File: config.mk
export PLATFORM = sky130hd
export DESIGN_NAME = mesh_port_sel
export DESIGN_NICKNAME = d
export VERILOG_FILES = /design/src/rtl/mesh_port_sel.sv
export SDC_FILE = /design/constraint.sdc
export NUM_CORES = 1
export LEC_CHECK = 0
export ABC_AREA = 1
export BUFFER_PORTS_ARGS = -buffer_cell sky130_fd_sc_hd__clkbuf_2
export CORE_MARGIN = 2
export CORE_UTILIZATION = 35
export DETAILED_ROUTE_END_ITERATION = 10
export PLACE_DENSITY_LB_ADDON = 0.2
export RECOVER_POWER = 100
export SYNTH_ARGS = -nofsm -noshare
export SYNTH_HDL_FRONTEND = slang
export SYNTH_SLANG_ARGS = --single-unit
File: constraint.sdc
create_clock -name clk -period 3.25 [get_ports clk]
set_input_delay 0.1625 -clock clk [delete_from_list [all_inputs] [get_ports clk]]
set_output_delay 0.1625 -clock clk [all_outputs]
set_load 0.05 [all_outputs]
File: src/rtl/mesh_port_sel.sv
module mesh_port_sel #(
  parameter int W = 8
) (
  input  logic                clk,
  input  logic                rst_n,
  input  logic                in_valid,
  input  logic                in_mode,
  input  logic signed [W-1:0] in_dx,
  input  logic signed [W-1:0] in_dy,
  input  logic [4:0]          in_busy,
  output logic                out_valid,
  output logic [4:0]          out_port,
  output logic signed [W-1:0] out_dx,
  output logic signed [W-1:0] out_dy
);
  localparam logic [4:0] P_LOCAL = 5'b00001;
  localparam logic [4:0] P_WEST  = 5'b00010;
  localparam logic [4:0] P_EAST  = 5'b00100;
  localparam logic [4:0] P_SOUTH = 5'b01000;
  localparam logic [4:0] P_NORTH = 5'b10000;
  localparam logic signed [W-1:0] ONE = 1;

  logic x_neg, x_pos, y_neg, y_pos;
  logic [4:0] prod, freep, dflt, sel;
  logic signed [W-1:0] nx, ny;

  assign x_neg = in_dx < 0;
  assign x_pos = in_dx > 0;
  assign y_neg = in_dy < 0;
  assign y_pos = in_dy > 0;
  assign prod  = {y_pos, y_neg, x_pos, 2'b00};
  assign freep = prod & ~in_busy;
  assign dflt  = x_pos ? P_EAST : (y_neg ? P_SOUTH : P_NORTH);

  always_comb begin
    if (x_neg)                                sel = P_WEST;
    else if (!(x_pos || y_neg || y_pos))      sel = P_LOCAL;
    else if (!in_mode || freep == 5'b00000)   sel = dflt;
    else if (freep[2])                        sel = P_EAST;
    else if (freep[3])                        sel = P_SOUTH;
    else                                      sel = P_NORTH;
  end

  assign nx = sel[1] ? in_dx + ONE : (sel[2] ? in_dx - ONE : in_dx);
  assign ny = sel[3] ? in_dy + ONE : (sel[4] ? in_dy - ONE : in_dy);

  always_ff @(posedge clk) begin
    if (!rst_n) begin
      out_valid <= 1'b0;
      out_port  <= '0;
      out_dx    <= '0;
      out_dy    <= '0;
    end else begin
      out_valid <= in_valid;
      if (in_valid) begin
        out_port <= sel;
        out_dx   <= nx;
        out_dy   <= ny;
      end
    end
  end
endmodule


==> results of run 1 <==
==> area by class of cell <==
cell class                      instances  area, um2
Clock buffer                            4       55.1
Fill cell                             608       3040
Inverter                               38        143
Multi-Input combinational cell        215       1120
Sequential cell                        22        440
Tap cell                               70       87.6
Timing Repair Buffer                   44        191
==> critical path: stages <==
cell and delay (ns):
clkbuf_2 0.13, inv_1 0.10, ha_1 0.24, inv_1 0.06, nor2_1 0.16, nand3_4 0.09, nand3_1 0.32, nand2_4 0.08
nand2_4 0.11, nand3b_1 0.22, nand2_1 0.33, nand2_1 0.11, nand3_1 0.08, nand3_1 0.08, nand2_1 0.11, inv_1 0.04
==> state kept, by name, indices dropped and copies added (netlist names) <==
register   flops
out_dx         8
out_dy         8
out_port       5
out_valid      1
==> metrics by stage <==
stage | total power [mW] | instances | utilization (%) | setup slack, ns | hold WS [ns]
2_1_floorplan | 0.512 | 287 | - | 1.64 | 0.274
3_3_place_gp | 0.573 | 389 | 40.4 | 1.23 | 0.473
3_5_place_dp | 0.575 | 389 | 40.4 | 1.19 | 0.475
4_1_cts | 0.775 | 393 | 41.5 | 1.46 | 0.209
5_1_grt | 0.812 | 393 | 40.2 | 0.681 | 0.218
6_report | 0.754 | 393 | 40.2 | 0.959 | 0.217
==> cells by family (layout without fill, tap and decap cells) <==
logic type	after synthesis	in the layout	synth area share (%)
compound gates	24	24	6.80
xor+xnor	15	15	7.22
fa+ha+maj	4	4	2.75
buf+inv	50	86	12.0
flops	22	22	24.2
simple gates	172	172	47.0
==> cells in the final DEF (no fill, tap or decap) <==
master	instances
a21oi_1	9
clkbuf_8	4
o21ai_1	5
inv_2	2
dfxtp_1	22
o21ai_0	9
nand3_1	43
inv_1	36
nand2_4	2
xor2_1	15
nor2_1	38
nand3b_1	4
ha_1	4
nor2_4	2
clkbuf_2	21
nand2_1	61
nor2_2	2
nor4_1	2
nand3_2	2
nor3_1	7
clkbuf_1	23
a21oi_2	1
nand3_4	1
nand4_2	1
nand2_2	2
nand4_1	5
==> report_power, final <==
part	internal, mW	total (mW)	switching (mW)
logic	0.0682	0.258	0.190
clock network	0.108	0.198	0.0897
registers	0.289	0.298	0.00940
==> worst min-delay path by stage <==
stage                        to  slack, ns  depth (start not counted)
floorplan             out_valid       0.27                          2
global placement    out_port[0]       0.47                          2
detailed placement    out_dx[1]       0.48                          2
CTS                 out_port[3]       0.21                          3
global route        out_port[1]       0.22                          3
finish                out_dx[7]       0.22                          3
==> routing by layer <==
| metal | GRT usage (%) | share of wire (%) | vias to the layer above | wire length [um] |
|---|---|---|---|---|
| li1 | - | - | 994 | - |
| met1 | 18.6 | 46 | 836 | 2020 |
| met2 | 28.9 | 50 | 31 | 2230 |
| met3 | 3.20 | 3.8 | 2 | 170 |
| met4 | 2.18 | 0.50 | 0 | 22 |
| met5 | 0 | 0 | - | 0 |
==> impl_metrics.tcl, run 1 <==
set metrics [dict create \
    status "complete, but fails checks" \
    violations "capacitance limit, slew limit" \
    start_util_pct 35.9 \
    hold_start "rst_n" \
    synth_most_common_cell "nand2_1" \
    synth_cells 287 \
    drv_slew 37 \
    placed_area_um2 2050 \
    num_vias 1863 \
    clock-sinks 22 \
    worst-r2r-setup-slack_ns 2.53 \
    wl_um 4440 \
    slew_headroom_pct -3.12 \
    grtUsageTotal_pct 15.5 \
    async_flop_share_pct 0 \
    io-pin-count 47 \
    place_congestion 0.866 \
    crit_start "in_dx[0]" \
    synth.ff_latch_count 22 \
    leakagePower_nw 1.04 \
    synth.top_cell.area_share_pct 24.2 \
    core_um2 5070 \
    regToRegEndpoint "out_dy[0]" \
    r2r-start "out_dy[0]" \
    synth_area_leader_cell "dfxtp_1" \
    syn_avg_cell_area_um2 6.34 \
    start_kind "input port" \
    synth-seq-area-share_pct 24.2 \
    post_drt_via_cell_ratio 4.74 \
    rsz0062_at_grt "no" \
    cts_resized 0 \
    max_freq_mhz 437 \
    ant_nets 0 \
    crit_required_ns 3.41 \
    powerDensity_nw_per_um2 370 \
    grt_pass1_wl_um 7540 \
    postCtsHoldBufs 0 \
    design_area_um2 2040 \
    antenna_found_initial 0 \
    reg2reg_depth 4 \
    die_area_um2 5790 \
    fin_nets 353 \
    dp_hpwl_um 3380 \
    drc 0 \
    n_antenna_cell 0 \
    crit_arrival_ns 2.45 \
    area_delta_synth_final_pct 12.0 \
    grt_pass1_vias 1686 \
    min_period_ns 2.29 \
    hp-class "input port to flip-flop" \
    synth_edf_count 0 \
    row_count 26 \
    root_buffer "clkbuf_8" \
    ir_worst_vdd_mv 0.163 \
    maxCapViolCount 1 \
    synth_area_leaders "dfxtp_1 (24%), nand2_1 (12%), nand3_1 (11%), nor2_1 (7.6%), inv_1 (7.4%)" \
    setup_viol 0 \
    syn_area_um2 1820 \
    post_drt_wl_per_cell_um 11.3 \
    post_synth_num_cell_types 28 \
    worst_slew_pin_slew_ns 1.55 \
    grt_start_max_net_pins 37 \
    portBuffers 44 \
    grt.overflow.total 0 \
    fin_tns_setup_ns 0 \
    fp.dieH_um 76.1 \
    crit_type "input port to flip-flop" \
    ys_warn_count 0 \
    drtIter0Drc 83 \
    die_x_um 76.1 \
    synth_ff_type "dfxtp_1" \
    htree_levels 1 \
    drive_gt1_share_pct 12.4 \
    cts.clk_slew.worst_paths_ns 0.08 \
    hold_viol 0 \
    finalCritPeriodShare_pct 70.5 \
    tritoncts "done" \
    cp_max_fo 10 \
    cp-end-kind "flip-flop" \
    syn_nets 316 \
    crit_end "out_dx[3]" \
    clock_skew_ns 0 \
    clkLatencyLatePin_ns 0.26 \
    post_cts_buffers 0 \
    first_pass_iters 4 \
    clockBufferDepth 2 \
    synth_common_cells "nand2_1 (60), nand3_1 (41), nor2_1 (37)" \
    cts_buffers 3 \
]
(Power assumes the default switching activity.)
==> run 2, diff against run 1 <==
==> constraint.sdc (replaced) <==
create_clock -name clk -period 1.9 [get_ports clk]
set_input_delay 0.095 -clock clk [delete_from_list [all_inputs] [get_ports clk]]
set_output_delay 0.095 -clock clk [all_outputs]
set_load 0.05 [all_outputs]
==> impl_metrics.tcl, run 2 (synthesis results as in run 1) <==
set metrics [dict create \
    status "finished, final reports clean" \
    crit_arrival_ns 1.84 \
    wl_um 4440 \
    hold_slack_ns 0.147 \
    root_buffer "clkbuf_8" \
    drive_gt1_share_pct 15.3 \
    drv_slew 0 \
    fin_util_pct 42.5 \
    p_sw_mw 0.501 \
    seq_area_um2 440 \
    cts.clk_slew.worst_paths_ns 0.08 \
    postCtsHoldBufs 0 \
    placed_area_um2 2130 \
    die_area_um2 5790 \
    dp.cells 399 \
    worst-r2r-setup-slack_ns 1.20 \
    start_util_pct 35.9 \
    rsz0062_at_grt "no" \
    core_um2 5070 \
    power_frac_clock_pct 30.9 \
    cts_buffers 3 \
    crit_type "input port to flip-flop" \
    fin_tns_setup_ns 0 \
    post_drt_via_cell_ratio 4.66 \
    tritoncts "done" \
    fp.dieH_um 76.1 \
    hold_viol 0 \
    grt_pass1_wl_um 7630 \
    hp-class "input port to flip-flop" \
    grt.overflow.total 0 \
    min_period_ns 1.67 \
    pre_cts_ws_ns 0.0216 \
    ant_nets 0 \
    leakagePower_nw 1.11 \
    final_cells 403 \
    grt_pass1_vias 1726 \
    io-pin-count 47 \
    worst_slack_ns 0.230 \
    post_cts_buffers 0 \
    intPower_mw 0.907 \
    sw_frac_of_total_pct 35.6 \
    worst_slew_pin_slew_ns 0.956 \
    layout_commonest_cell "nand2_1" \
    num_vias 1876 \
    cp-end-kind "flip-flop" \
    p_comb_share_pct 32.7 \
    clock_skew_ns 0 \
    ir_worst_vdd_mv 0.275 \
    area_delta_synth_final_pct 18.6 \
    largestRegisters "out_dx (8), out_dy (8), out_port (5)" \
    clkLatencyLatePin_ns 0.26 \
    powerDensity_nw_per_um2 652 \
    finalCritPeriodShare_pct 87.9 \
    dp_hpwl_um 3530 \
    post_drt_wl_per_cell_um 11.0 \
    setup_viol 0 \
    nFillCells 570 \
    total_power_mw 1.41 \
    cp_max_fo 7 \
    grtUsageTotal_pct 15.4 \
    die_x_um 76.1 \
    cts_resized 0 \
    crit_required_ns 2.07 \
    design_area_um2 2160 \
    first_pass_iters 4 \
    sequentialPowerShare_pct 36.3 \
    multi_input_area_um2 1150 \
    antenna_found_initial 0 \
    maxCapViolCount 0 \
    clock-sinks 22 \
    max_freq_mhz 599 \
    final_cell_mix "nand2_1 (62), nand3_1 (41), nor2_1 (38)" \
    clockBufferDepth 2 \
    portBuffers 44 \
    slew_headroom_pct 36.3 \
    drc 0 \
    n_antenna_cell 0 \
    place_congestion 0.835 \
    htree_levels 1 \
    drtIter0Drc 84 \
    fin_nets 363 \
    start_kind "input port" \
    row_count 26 \
    grt_start_max_net_pins 26 \
]
[run 2: power by group through the flow]
stage	logic [mW]	registers (mW)	clock network, mW
global placement	0.473	0.523	0
CTS	0.477	0.512	0.445
finish	0.461	0.511	0.436
global route	0.510	0.516	0.467
detailed placement	0.476	0.522	0
floorplan	0.241	0.635	0
[run 2: area by class of cell]
type | instances | area share, %
well taps | 70 | 4.06
clock buffers | 3 | 1.91
repair buffers | 54 | 12.2
multi-input cells | 215 | 53.4
flip-flops and latches | 22 | 20.4
clock inverters | 1 | 1.39
inverters | 38 | 6.61
[run 2: final timing paths]
check,from,to,cells after the start
worst max-delay path,in_dy[1],out_dy[5],15
worst min-delay path,rst_n,out_dx[7],3
worst max register to register,out_dy[7],out_dy[7],4
worst min register to register,out_dx[1],out_dx[1],2
[run 2: critical path: stages]
cell and delay [ns]:
clkbuf_2 0.12, inv_1 0.07, ha_1 0.19, inv_1 0.08
nor2_1 0.06, nand3_1 0.15, nand4_2 0.19, nand2_1 0.17
nand2_1 0.10, nor2_4 0.17, o21ai_0 0.14, nand2_1 0.08
nand3_1 0.08, nand2_1 0.10, inv_1 0.04
[run 2: routing by layer]
| metal | vias up | routed length [um] | global-route usage [%] |
|---|---|---|---|
| li1 | 1007 | - | - |
| met1 | 831 | 2050 | 20.0 |
| met2 | 36 | 2240 | 27.9 |
| met3 | 2 | 130 | 2.25 |
| met4 | 0 | 23 | 1.82 |
| met5 | - | 0 | 0 |
